### config.mk
export PLATFORM = sky130hd
export DESIGN_NAME = lane_bist
export DESIGN_NICKNAME = d
export VERILOG_FILES = /design/src/rtl/lane_bist_pkg.sv /design/src/rtl/bist_cfg_track.sv /design/src/rtl/bist_pattern_tx.sv /design/src/rtl/bist_prbs_rx.sv /design/src/rtl/lane_bist.sv
export SDC_FILE = /design/constraint.sdc
export NUM_CORES = 1
export LEC_CHECK = 0
export ABC_AREA = 1
export BUFFER_PORTS_ARGS = -buffer_cell sky130_fd_sc_hd__buf_2
export CAP_MARGIN = 25
export CORE_ASPECT_RATIO = 2
export CORE_UTILIZATION = 40
export DETAILED_ROUTE_END_ITERATION = 10
export GPL_TIMING_DRIVEN = 0
export PLACE_DENSITY = 0.55
export REMOVE_ABC_BUFFERS = 1
export SLEW_MARGIN = 25
export SYNTH_ARGS = -nofsm -noshare
export SYNTH_HDL_FRONTEND = slang
export SYNTH_SLANG_ARGS = --single-unit
### constraint.sdc
create_clock -name clk -period 11.81 [get_ports clk]
set_clock_uncertainty 0.05 [all_clocks]
set_input_delay 1.181 -clock clk [delete_from_list [all_inputs] [get_ports clk]]
set_output_delay 1.181 -clock clk [all_outputs]
set_load 0.02 [all_outputs]
### src/rtl/lane_bist_pkg.sv
// Package: shared sizes, mode encoding and pure word functions for the
// lane self-test engine. Assumes the pseudo-random order and tap fit in
// the narrow word (ORD < SW).
package lane_bist_pkg;

    localparam int SW    = 10;                 // single-width word bits
    localparam int DW    = 20;                 // double-width word bits
    localparam int ORD   = 7;                  // shift-register order
    localparam int TAP   = 6;                  // second feedback tap
    localparam int CNT_W = $clog2(DW + 1);     // width of a per-word bit count

    typedef enum logic [1:0] {
        PAT_OFF  = 2'd0,
        PAT_PRBS = 2'd1,
        PAT_HF   = 2'd2,
        PAT_LF   = 2'd3
    } pat_mode_e;

    typedef struct packed {
        logic [DW-1:0]  word;
        logic [ORD-1:0] state;
    } prbs_step_t;

    // Active word length for the selected width.
    function automatic int word_len(input logic dbl);
        return dbl ? DW : SW;
    endfunction

    // Mask of the active bit lanes.
    function automatic logic [DW-1:0] word_mask(input logic dbl);
        logic [DW-1:0] m;
        for (int i = 0; i < DW; i++) m[i] = (i < word_len(dbl));
        return m;
    endfunction

    // Run the shift register for one word; state[0] holds the newest bit.
    function automatic prbs_step_t prbs_run(input logic [ORD-1:0] st_in, input logic dbl);
        prbs_step_t     r;
        logic [ORD-1:0] st;
        logic           b;
        st     = st_in;
        r.word = '0;
        for (int i = 0; i < DW; i++) begin
            if (i < word_len(dbl)) begin
                b         = st[ORD-1] ^ st[TAP-1];
                r.word[i] = b;
                st        = {st[ORD-2:0], b};
            end
        end
        r.state = st;
        return r;
    endfunction

    // Fast toggle word: even lanes one, odd lanes zero.
    function automatic logic [DW-1:0] hf_word(input logic dbl);
        logic [DW-1:0] w;
        for (int i = 0; i < DW; i++) w[i] = (i < word_len(dbl)) && ((i % 2) == 0);
        return w;
    endfunction

    // Square wave word: first half ones, second half zeros.
    function automatic logic [DW-1:0] lf_word(input logic dbl);
        logic [DW-1:0] w;
        for (int i = 0; i < DW; i++) w[i] = (i < word_len(dbl) / 2);
        return w;
    endfunction

    // True when every bit from ORD up obeys the recurrence inside the word.
    function automatic logic recur_ok(input logic [DW-1:0] w, input logic dbl);
        logic ok;
        ok = 1'b1;
        for (int i = ORD; i < DW; i++) begin
            if (i < word_len(dbl) && (w[i] != (w[i-ORD] ^ w[i-TAP]))) ok = 1'b0;
        end
        return ok;
    endfunction

    // Register state implied by the last ORD bits of a word.
    function automatic logic [ORD-1:0] tail_state(input logic [DW-1:0] w, input logic dbl);
        logic [ORD-1:0] s;
        for (int k = 0; k < ORD; k++) s[k] = w[word_len(dbl) - 1 - k];
        return s;
    endfunction

    // Population count of a word.
    function automatic logic [CNT_W-1:0] ones_count(input logic [DW-1:0] w);
        logic [CNT_W-1:0] n;
        n = '0;
        for (int i = 0; i < DW; i++) n = n + CNT_W'(w[i]);
        return n;
    endfunction

endpackage

### src/rtl/bist_cfg_track.sv
// Configuration tracker: remembers last cycle's mode and width to flag a
// change, and registers the loopback request. Assumes inputs are synchronous
// to clk.
module bist_cfg_track
    import lane_bist_pkg::*;
(
    input  logic      clk,
    input  logic      rst_n,
    input  pat_mode_e mode,
    input  logic      width_sel,
    input  logic      lpbk_req,
    output logic      cfg_chg,
    output logic      loopback_en
);

    pat_mode_e mode_q;
    logic      wid_q;

    // Flag any difference between this cycle's and last cycle's configuration.
    always_comb cfg_chg = (mode != mode_q) || (width_sel != wid_q);

    // Capture configuration and loopback request every clock.
    always_ff @(posedge clk) begin
        if (!rst_n) begin
            mode_q      <= PAT_OFF;
            wid_q       <= 1'b0;
            loopback_en <= 1'b0;
        end else begin
            mode_q      <= mode;
            wid_q       <= width_sel;
            loopback_en <= lpbk_req;
        end
    end

endmodule

### src/rtl/bist_pattern_tx.sv
// Pattern generator: one registered word per enabled clock. A configuration
// change, even while disabled, restarts the sequence at SEED on the next
// enabled word. A zero register state is replaced by SEED.
module bist_pattern_tx
    import lane_bist_pkg::*;
#(
    parameter logic [ORD-1:0] SEED = '1
) (
    input  logic          clk,
    input  logic          rst_n,
    input  logic          en,
    input  pat_mode_e     mode,
    input  logic          dbl,
    input  logic          cfg_chg,
    output logic [DW-1:0] tx_data
);

    logic [ORD-1:0] lfsr;
    logic           pend;
    logic           restart;
    logic [ORD-1:0] base;
    prbs_step_t     step;

    // Choose the starting state for this word and run it forward.
    always_comb begin
        restart = cfg_chg || pend;
        base    = (restart || (lfsr == '0)) ? SEED : lfsr;
        step    = prbs_run(base, dbl);
    end

    // Register the outgoing word and the generator position.
    always_ff @(posedge clk) begin
        if (!rst_n) begin
            lfsr    <= SEED;
            pend    <= 1'b0;
            tx_data <= '0;
        end else if (en) begin
            pend <= 1'b0;
            case (mode)
                PAT_PRBS: begin
                    tx_data <= step.word;
                    lfsr    <= step.state;
                end
                PAT_HF: begin
                    tx_data <= hf_word(dbl);
                    lfsr    <= SEED;
                end
                PAT_LF: begin
                    tx_data <= lf_word(dbl);
                    lfsr    <= SEED;
                end
                default: begin
                    tx_data <= '0;
                    lfsr    <= SEED;
                end
            endcase
        end else begin
            tx_data <= '0;
            pend    <= pend || cfg_chg;
        end
    end

endmodule

### src/rtl/bist_prbs_rx.sv
// Pseudo-random checker: seeds from received words until LOCK_WORDS clean
// words arrive in a row, then predicts each word and counts wrong bits in a
// saturating counter. Idle unless enabled in pseudo-random mode.
module bist_prbs_rx
    import lane_bist_pkg::*;
#(
    parameter int LOCK_WORDS = 4,
    parameter int ERR_W      = 16
) (
    input  logic             clk,
    input  logic             rst_n,
    input  logic             en,
    input  pat_mode_e        mode,
    input  logic             dbl,
    input  logic             cfg_chg,
    input  logic [DW-1:0]    rx_data,
    output logic             lock,
    output logic [ERR_W-1:0] err_cnt
);

    localparam int GW = $clog2(LOCK_WORDS + 1);

    logic [ORD-1:0]   chk;
    logic [GW-1:0]    good;
    prbs_step_t       pred;
    logic [ORD-1:0]   tail;
    logic             word_ok;
    logic [CNT_W-1:0] miss;
    logic [ERR_W:0]   sum;

    // Predict the word, score the received one and form the saturating sum.
    always_comb begin
        pred    = prbs_run(chk, dbl);
        tail    = tail_state(rx_data, dbl);
        word_ok = recur_ok(rx_data, dbl) && (tail != '0);
        miss    = ones_count((rx_data ^ pred.word) & word_mask(dbl));
        sum     = {1'b0, err_cnt} + {{(ERR_W + 1 - CNT_W){1'b0}}, miss};
    end

    // Track synchronisation and accumulate bit errors.
    always_ff @(posedge clk) begin
        if (!rst_n) begin
            chk     <= '0;
            good    <= '0;
            lock    <= 1'b0;
            err_cnt <= '0;
        end else if (cfg_chg || !en || (mode != PAT_PRBS)) begin
            good <= '0;
            lock <= 1'b0;
        end else if (!lock) begin
            if (word_ok) begin
                chk <= tail;
                if (good == GW'(LOCK_WORDS - 1)) begin
                    lock <= 1'b1;
                    good <= '0;
                end else begin
                    good <= good + 1'b1;
                end
            end else begin
                good <= '0;
            end
        end else begin
            chk     <= pred.state;
            err_cnt <= sum[ERR_W] ? '1 : sum[ERR_W-1:0];
        end
    end

endmodule

### src/rtl/lane_bist.sv
// Top of the lane self-test engine: configuration tracker, pattern
// generator and pseudo-random checker. Assumes rx_data is word-aligned to
// the transmitted bit order (LSB first).
module lane_bist
    import lane_bist_pkg::*;
#(
    parameter logic [ORD-1:0] SEED       = '1,
    parameter int             LOCK_WORDS = 4,
    parameter int             ERR_W      = 16
) (
    input  logic             clk,
    input  logic             rst_n,
    input  logic [1:0]       mode,
    input  logic             width_sel,
    input  logic             en,
    input  logic             lpbk_req,
    input  logic [DW-1:0]    rx_data,
    output logic [DW-1:0]    tx_data,
    output logic             lock,
    output logic [ERR_W-1:0] err_cnt,
    output logic             loopback_en
);

    pat_mode_e mode_e;
    logic      cfg_chg;

    // Decode the raw mode pins into the shared enumeration.
    always_comb mode_e = pat_mode_e'(mode);

    bist_cfg_track u_cfg (
        .clk         (clk),
        .rst_n       (rst_n),
        .mode        (mode_e),
        .width_sel   (width_sel),
        .lpbk_req    (lpbk_req),
        .cfg_chg     (cfg_chg),
        .loopback_en (loopback_en)
    );

    bist_pattern_tx #(.SEED(SEED)) u_tx (
        .clk     (clk),
        .rst_n   (rst_n),
        .en      (en),
        .mode    (mode_e),
        .dbl     (width_sel),
        .cfg_chg (cfg_chg),
        .tx_data (tx_data)
    );

    bist_prbs_rx #(.LOCK_WORDS(LOCK_WORDS), .ERR_W(ERR_W)) u_rx (
        .clk     (clk),
        .rst_n   (rst_n),
        .en      (en),
        .mode    (mode_e),
        .dbl     (width_sel),
        .cfg_chg (cfg_chg),
        .rx_data (rx_data),
        .lock    (lock),
        .err_cnt (err_cnt)
    );

endmodule

## Word-level counts from Yosys, hierarchy flattened

Index checks and enable logic that the tools add are counted.

| storage, ports and cells | value |
|---|---|
| flip-flop bits (word level) | 59 |
| bits of input ports | 27 |
| output and inout bits | 38 |
| logic and storage cells | 318 |

| operators by class | value |
|---|---|
| add/subtract/negate cells | 29 |
| magnitude comparators | 47 |
| equality and inequality tests | 20 |
| multiplexer cells | 126 |
| bitwise operators | 58 |
| reduce and logical (&&, ||, !) cells | 28 |

Operators by type and width:

| operator | count |
|---|---|
| 5-bit by 32-bit less-than comparator with 1-bit output, first input constant | 16 |
| 7-bit two-way mux | 44 |
| 4-bit by 32-bit less-than comparator with 1-bit output, first input constant | 8 |
| 6-bit by 32-bit less-than comparator with 1-bit output, first input constant | 8 |
| 32-bit by 7-bit less-than comparator with 1-bit output, second input constant | 7 |
| 3-bit by 32-bit less-than comparator with 1-bit output, first input constant | 4 |
| 32-bit by 4-bit subtractor with 32-bit output, second input constant | 3 |
| 5-bit by 1-bit adder with 5-bit output | 18 |
| 1-bit two-way mux | 70 |
| 2-bit by 32-bit less-than comparator with 1-bit output, first input constant | 2 |
| 32-bit by 2-bit subtractor with 32-bit output, second input constant | 2 |
| 32-bit by 3-bit subtractor with 32-bit output, second input constant | 2 |
| 20-bit one-hot mux with 3 select lines | 1 |
| 1-bit bitwise XOR | 53 |
| 1-bit binary-select mux with 5-bit select | 7 |
| 32-bit by 1-bit adder with 32-bit output | 1 |
| 1-bit by 32-bit less-than comparator with 1-bit output, first input constant | 1 |
| 20-bit bitwise AND | 1 |
| 20-bit bitwise XOR | 1 |
| 16-bit by 5-bit adder with 17-bit output | 1 |
| 16-bit two-way mux | 1 |
| 1-bit logical AND | 14 |
| 1-bit inequality test | 14 |
| 7-bit logical NOT | 1 |
| other kinds (18) | 28 |

## Logic depth before layout (Yosys ltp)

| logic depth | value |
|---|---|
| depth in word-level cells | 64 |
| depth in mapped cells | 38 |
| depth with buffers taken out | 38 |

## Hierarchy

From an unflattened synthesis, not the netlist that was laid out.

| second synthesis, totals | value |
|---|---|
| cells, all modules | 726 |
| area total of the unflattened synthesis | 4,908.5 um^2 |

Modules (own cells, without submodules):

| module | instances | cells each | area an instance (um^2) | sequential area each (um^2) |
|---|---|---|---|---|
| bist_prbs_rx | 1 | 503 | 3,219.3 | 540.5 |
| bist_pattern_tx | 1 | 199 | 1,527.7 | 560.5 |
| bist_cfg_track | 1 | 24 | 161.4 | 80.1 |

## Least setup slack after synthesis

Ideal clock, no wire load.

| timing | value |
|---|---|
| path type | input to register |
| start | in width_sel |
| end | reg u_rx.err_cnt[10] |
| library setup time | 0.128 ns |
| data arrival time | 7.104 ns |
| data required time | 11.632 ns |
| path slack | 4.528 ns |
| stages | 28 |
| path buffers | 5 |
| cell sequence | buf_6 > buf_6 > buf_2 > buf_2 > buf_2 > nand3_1 > fa_1 > inv_1 > fa_1 > fa_1 > fa_1 > inv_1 > fa_1 > fa_1 > fa_1 > xnor2_1 > ha_1 > nand3_1 > nand2_1 > nand2_1 > a21boi_0 > nand2_1 > nor2_4 > nand2_1 > o21ai_0 > nand2_1 > nor2_1 > nor2_1 |

| between the ends | value |
|---|---|
| cells in the longest elaborated chain, start to end | 31 |
| elaborated cells on any way between the ends | 108 |
| those cells by class | 20 x add/sub; 20 x order compare; 1 x eq/ne; 41 x mux; 22 x bitwise; 4 x reduce/logical |

RTL lines:

| item | line | text |
|---|---|---|
| start: declaration | lane_bist.sv:14 | `input logic width_sel,` |
| parallel branches: the longest is 31 deep, another holds 2-bit by 32-bit less-than comparator with 1-bit output | n/a |  |
| end signal: assignment | bist_prbs_rx.sv:64 | `err_cnt <= sum[ERR_W] ? '1 : sum[ERR_W-1:0];` |
| end: declaration | bist_prbs_rx.sv:18 | `output logic [ERR_W-1:0] err_cnt` |

Parallel ways; which one is timed is not known.
A chain may end at the register's enable or synchronous reset.

## Final worst setup path

Same ends and word-level chain as after synthesis.

==> metrics <==
result of the run finished, final reports clean; grt met2 use between 40 and 50%; start point of the worst hold path u_rx.good[1]; share of the clock period used by the worst path after layout around three quarters; CTS sink count 59; fill cell instance count of the final layout ~1200; Pleak 2.58 nW; worst slew margin relative to its limit roughly 40%; CP dominant cell by count sky130_fd_sc_hd__nand2_1; largest net degree at the start of global routing 44; number of buffers added by the clock tree synthesis step 9; Max stage delay on crit path ~650 ps; XOR/XNOR share of the synthesized area a little over a tenth; total of max-cap violations 0; global route overflow 0; synth unique cells approximately 50; clock insertion delay at the later pin of the skew report roughly 330 ps; simple-gate share of the synthesized area 30.0%; Area growth syn-to-layout 15.2%; placer's final routability congestion estimate a little over 0.9; kind of end point of the critical path flip-flop; Pwr per Cell Area 152 mW/mm²; overall global routing resource usage 22.8%; post-CTS setup-driven buffer insertion count 0; Resize count post-CTS 0; setup total negative slack 0 ps; post-detailed-placement cell area 0.00493 mm²; busiest layer in global routing met2; fmax approximately 110 MHz; placeable core region roughly 0.011 mm²; Worst Setup Start Kind primary input; syn avg cell area 6.80 µm²; total number of yosys warnings 0; crit path kind in -> reg; antenna-violating nets left 0; total I/O pin count between 60 and 70; nets 780; setup violation total in the final timing report 0; Critical Path AT approximately 9000 ps; share of cells above drive strength 1 roughly 15%; H-tree lvl count 3; total die area approximately 0.012 mm²; worst hold-check path type reg -> reg; combined flip-flop and latch cell area roughly 0.0012 mm²; average vias per placed instance ~5.0; area of combinational cells with multiple inputs 0.00289 mm²; Cells on Worst Hold Path 2; horizontal die dimension a little under 80 µm; First-pass DRT Iterations 5; highest fanout seen on the critical path 43; post-synthesis instance total ~670; clock transition at the registers of the reported paths about 50 ps; length in cells of the worst reg-to-reg path 32; number of antenna violations at the first check in global routing 0; Hold Buf Count CTS 0; sequential area share after synthesis approximately 26%; required time worst endpoint around 12000 ps; initial cell density of the core 41.4%; std cell rows 54; number of global-route vias before repair around 4500; mux contribution to synthesized area 0.219%; post-layout minimum cycle time 8730 ps; r2r endpoint u_rx.err_cnt[10]; number of antenna repair diodes 0; Worst VDD drop about 0.00014 V; DRT Wirelength 12600 µm; combinational family with the most area after synthesis simple AND/OR/NAND/NOR gates; critical-path cell with the highest stage delay sky130_fd_sc_hd__buf_2; met3 track demand over resource in global routing about 2.4%; final-report max-slew violation count 0; post-detailed-route wirelength per cell 14.5 µm; met1 Usage GRT between 20% and 30%; startpoint of the worst register-to-register path u_rx.chk[2]; hold worst-path end u_rx.good[1]; final standard cell area without fillers between 0.005 and 0.006 mm²; RSZ-0062 raised after global routing false; estimated wirelength of the detail-placed design just over 10000 µm; Worst Tran Pin Value 894 ps; register bit count reported by yosys 59; maximum count of clock buffers along a single path 2; vias roughly 4400; post-synthesis share of cell area spent on full adders, half adders and majority gates under 10%; # port buffers 64; Mapped Area between 0.004 and 0.005 mm²; detailed router's first-iteration violation count around 170; height of the die roughly 150 µm; first-pass GRT wire length 21100 µm; Register-to-Register Setup Slack between 4000 and 5000 ps; master cell of the clock root buffer sky130_fd_sc_hd__clkbuf_16; number of hold violations in the final report 0; clock tree from TritonCTS done; complex-gate fraction of the synthesized area between 10 and 15%; count of unresolved DRC violations after routing 0
==> flip-flops by register name (all words and copies together) (netlist names), 2 cells and up <==
name,flops
u_rx.chk,7
u_rx.good,3
u_tx.lfsr,7
u_rx.err_cnt,16
u_cfg.mode_q,2
u_tx.tx_data,20
==> metal layers <==
layer  up-vias  share of wire (%)
met5         -                  0
met4         0                5.3
met3        37                2.3
met2        86                 58
met1      2013                 35
li1       2236                  -
==> power by group <==
group	internal, mW	switching, mW	total (mW)
Combinational	0.123	0.189	0.312
Sequential	0.203	0.00238	0.205
Clock	0.190	0.0935	0.284
Total	0.516	0.285	0.801
==> how the worst max path moves through the flow <==
stage / depth (start not counted) / from / end
6_report: 29 / width_sel / u_rx.err_cnt[10]
4_1_cts: 29 / width_sel / u_rx.err_cnt[10]
2_1_floorplan: 30 / width_sel / u_rx.err_cnt[10]
5_1_grt: 30 / width_sel / u_rx.err_cnt[10]
3_3_place_gp: 29 / width_sel / u_rx.err_cnt[10]
3_5_place_dp: 29 / width_sel / u_rx.err_cnt[10]
==> Yosys cell counts, drive strengths merged <==
master  count  area [µm²]
xnor2      24         236
a21oi      43         215
nand2b      1        6.26
nor2       63         279
xor2       30         263
or2         7        46.3
a31oi       5        31.3
o31ai       2        15.0
nand4       7        43.8
o21ai      42         218
a21boi      1        7.51
o22ai       2        12.5
o211ai      1        7.51
o21a        1        7.51
o221ai      1        8.76
nor3        7        46.3
nand2     185         722
inv        94         355
ha         14         175
a32oi       1        8.76
nand3      37         198
dfxtp      59        1180
a221oi      1        8.76
nand3b      1        7.51
buf        14         103
a211oi      2        15.0
clkbuf      7        27.5
mux2i       1        10.0
clkinv      1        5.00
and3        2        12.5
fa         14         280
nor3b       1        7.51
==> layout by cell type, fill, tap and decap left out, types with 22 or more instances in the layout <==
cell type / synthesis / layout
sky130_fd_sc_hd__a21oi_1: 43 / 43
sky130_fd_sc_hd__buf_2: 7 / 64
sky130_fd_sc_hd__dfxtp_1: 59 / 59
sky130_fd_sc_hd__inv_1: 90 / 90
sky130_fd_sc_hd__nand2_1: 178 / 178
sky130_fd_sc_hd__nand3_1: 36 / 36
sky130_fd_sc_hd__nor2_1: 56 / 56
sky130_fd_sc_hd__o21ai_0: 34 / 34
sky130_fd_sc_hd__xnor2_1: 22 / 22
sky130_fd_sc_hd__xor2_1: 30 / 30
==> metrics by stage <==
step	setup slack (ps)	hold slack (ps)	total power [mW]	util [%]	std cells
floorplan	4610	397	0.445	-	650
global placement	2800	410	0.512	44.7	854
detailed placement	2800	423	0.519	44.7	854
CTS	3100	432	0.806	47.7	870
global route	2550	457	0.869	47.7	870
finish	3080	430	0.801	47.7	870
==> worst max-delay path, delay by kind of cell <==
kind | cells | cell delay (ps)
and+or+nand+nor | 11 | 1430
adders and majority gates | 8 | 3810
xor gates and xnor gates | 1 | 150
buffers and inverters | 6 | 1390
AOI/OAI and AO/OA | 3 | 930
==> kinds of logic (layout without fill, tap and decap cells) <==
kind of cell             Yosys count  count (layout)
AND/OR/NAND/NOR                  311             311
buffers and inverters            116             175
AO/OA/AOI/OAI                    102             102
flip-flops                        59              59
XOR/XNOR                          54              54
adder cells (fa/ha/maj)           28              28
multiplexers                       1               1
==> area by class of cell <==
class	count	area share, %
clock buffers	10	4.55
well taps	140	3.33
clock inverters	6	1.69
multi-input cells	496	55.0
inverters	95	6.86
repair buffers	64	6.10
flip-flops and latches	59	22.5
No activity file was read; power rests on OpenSTA's default activity.
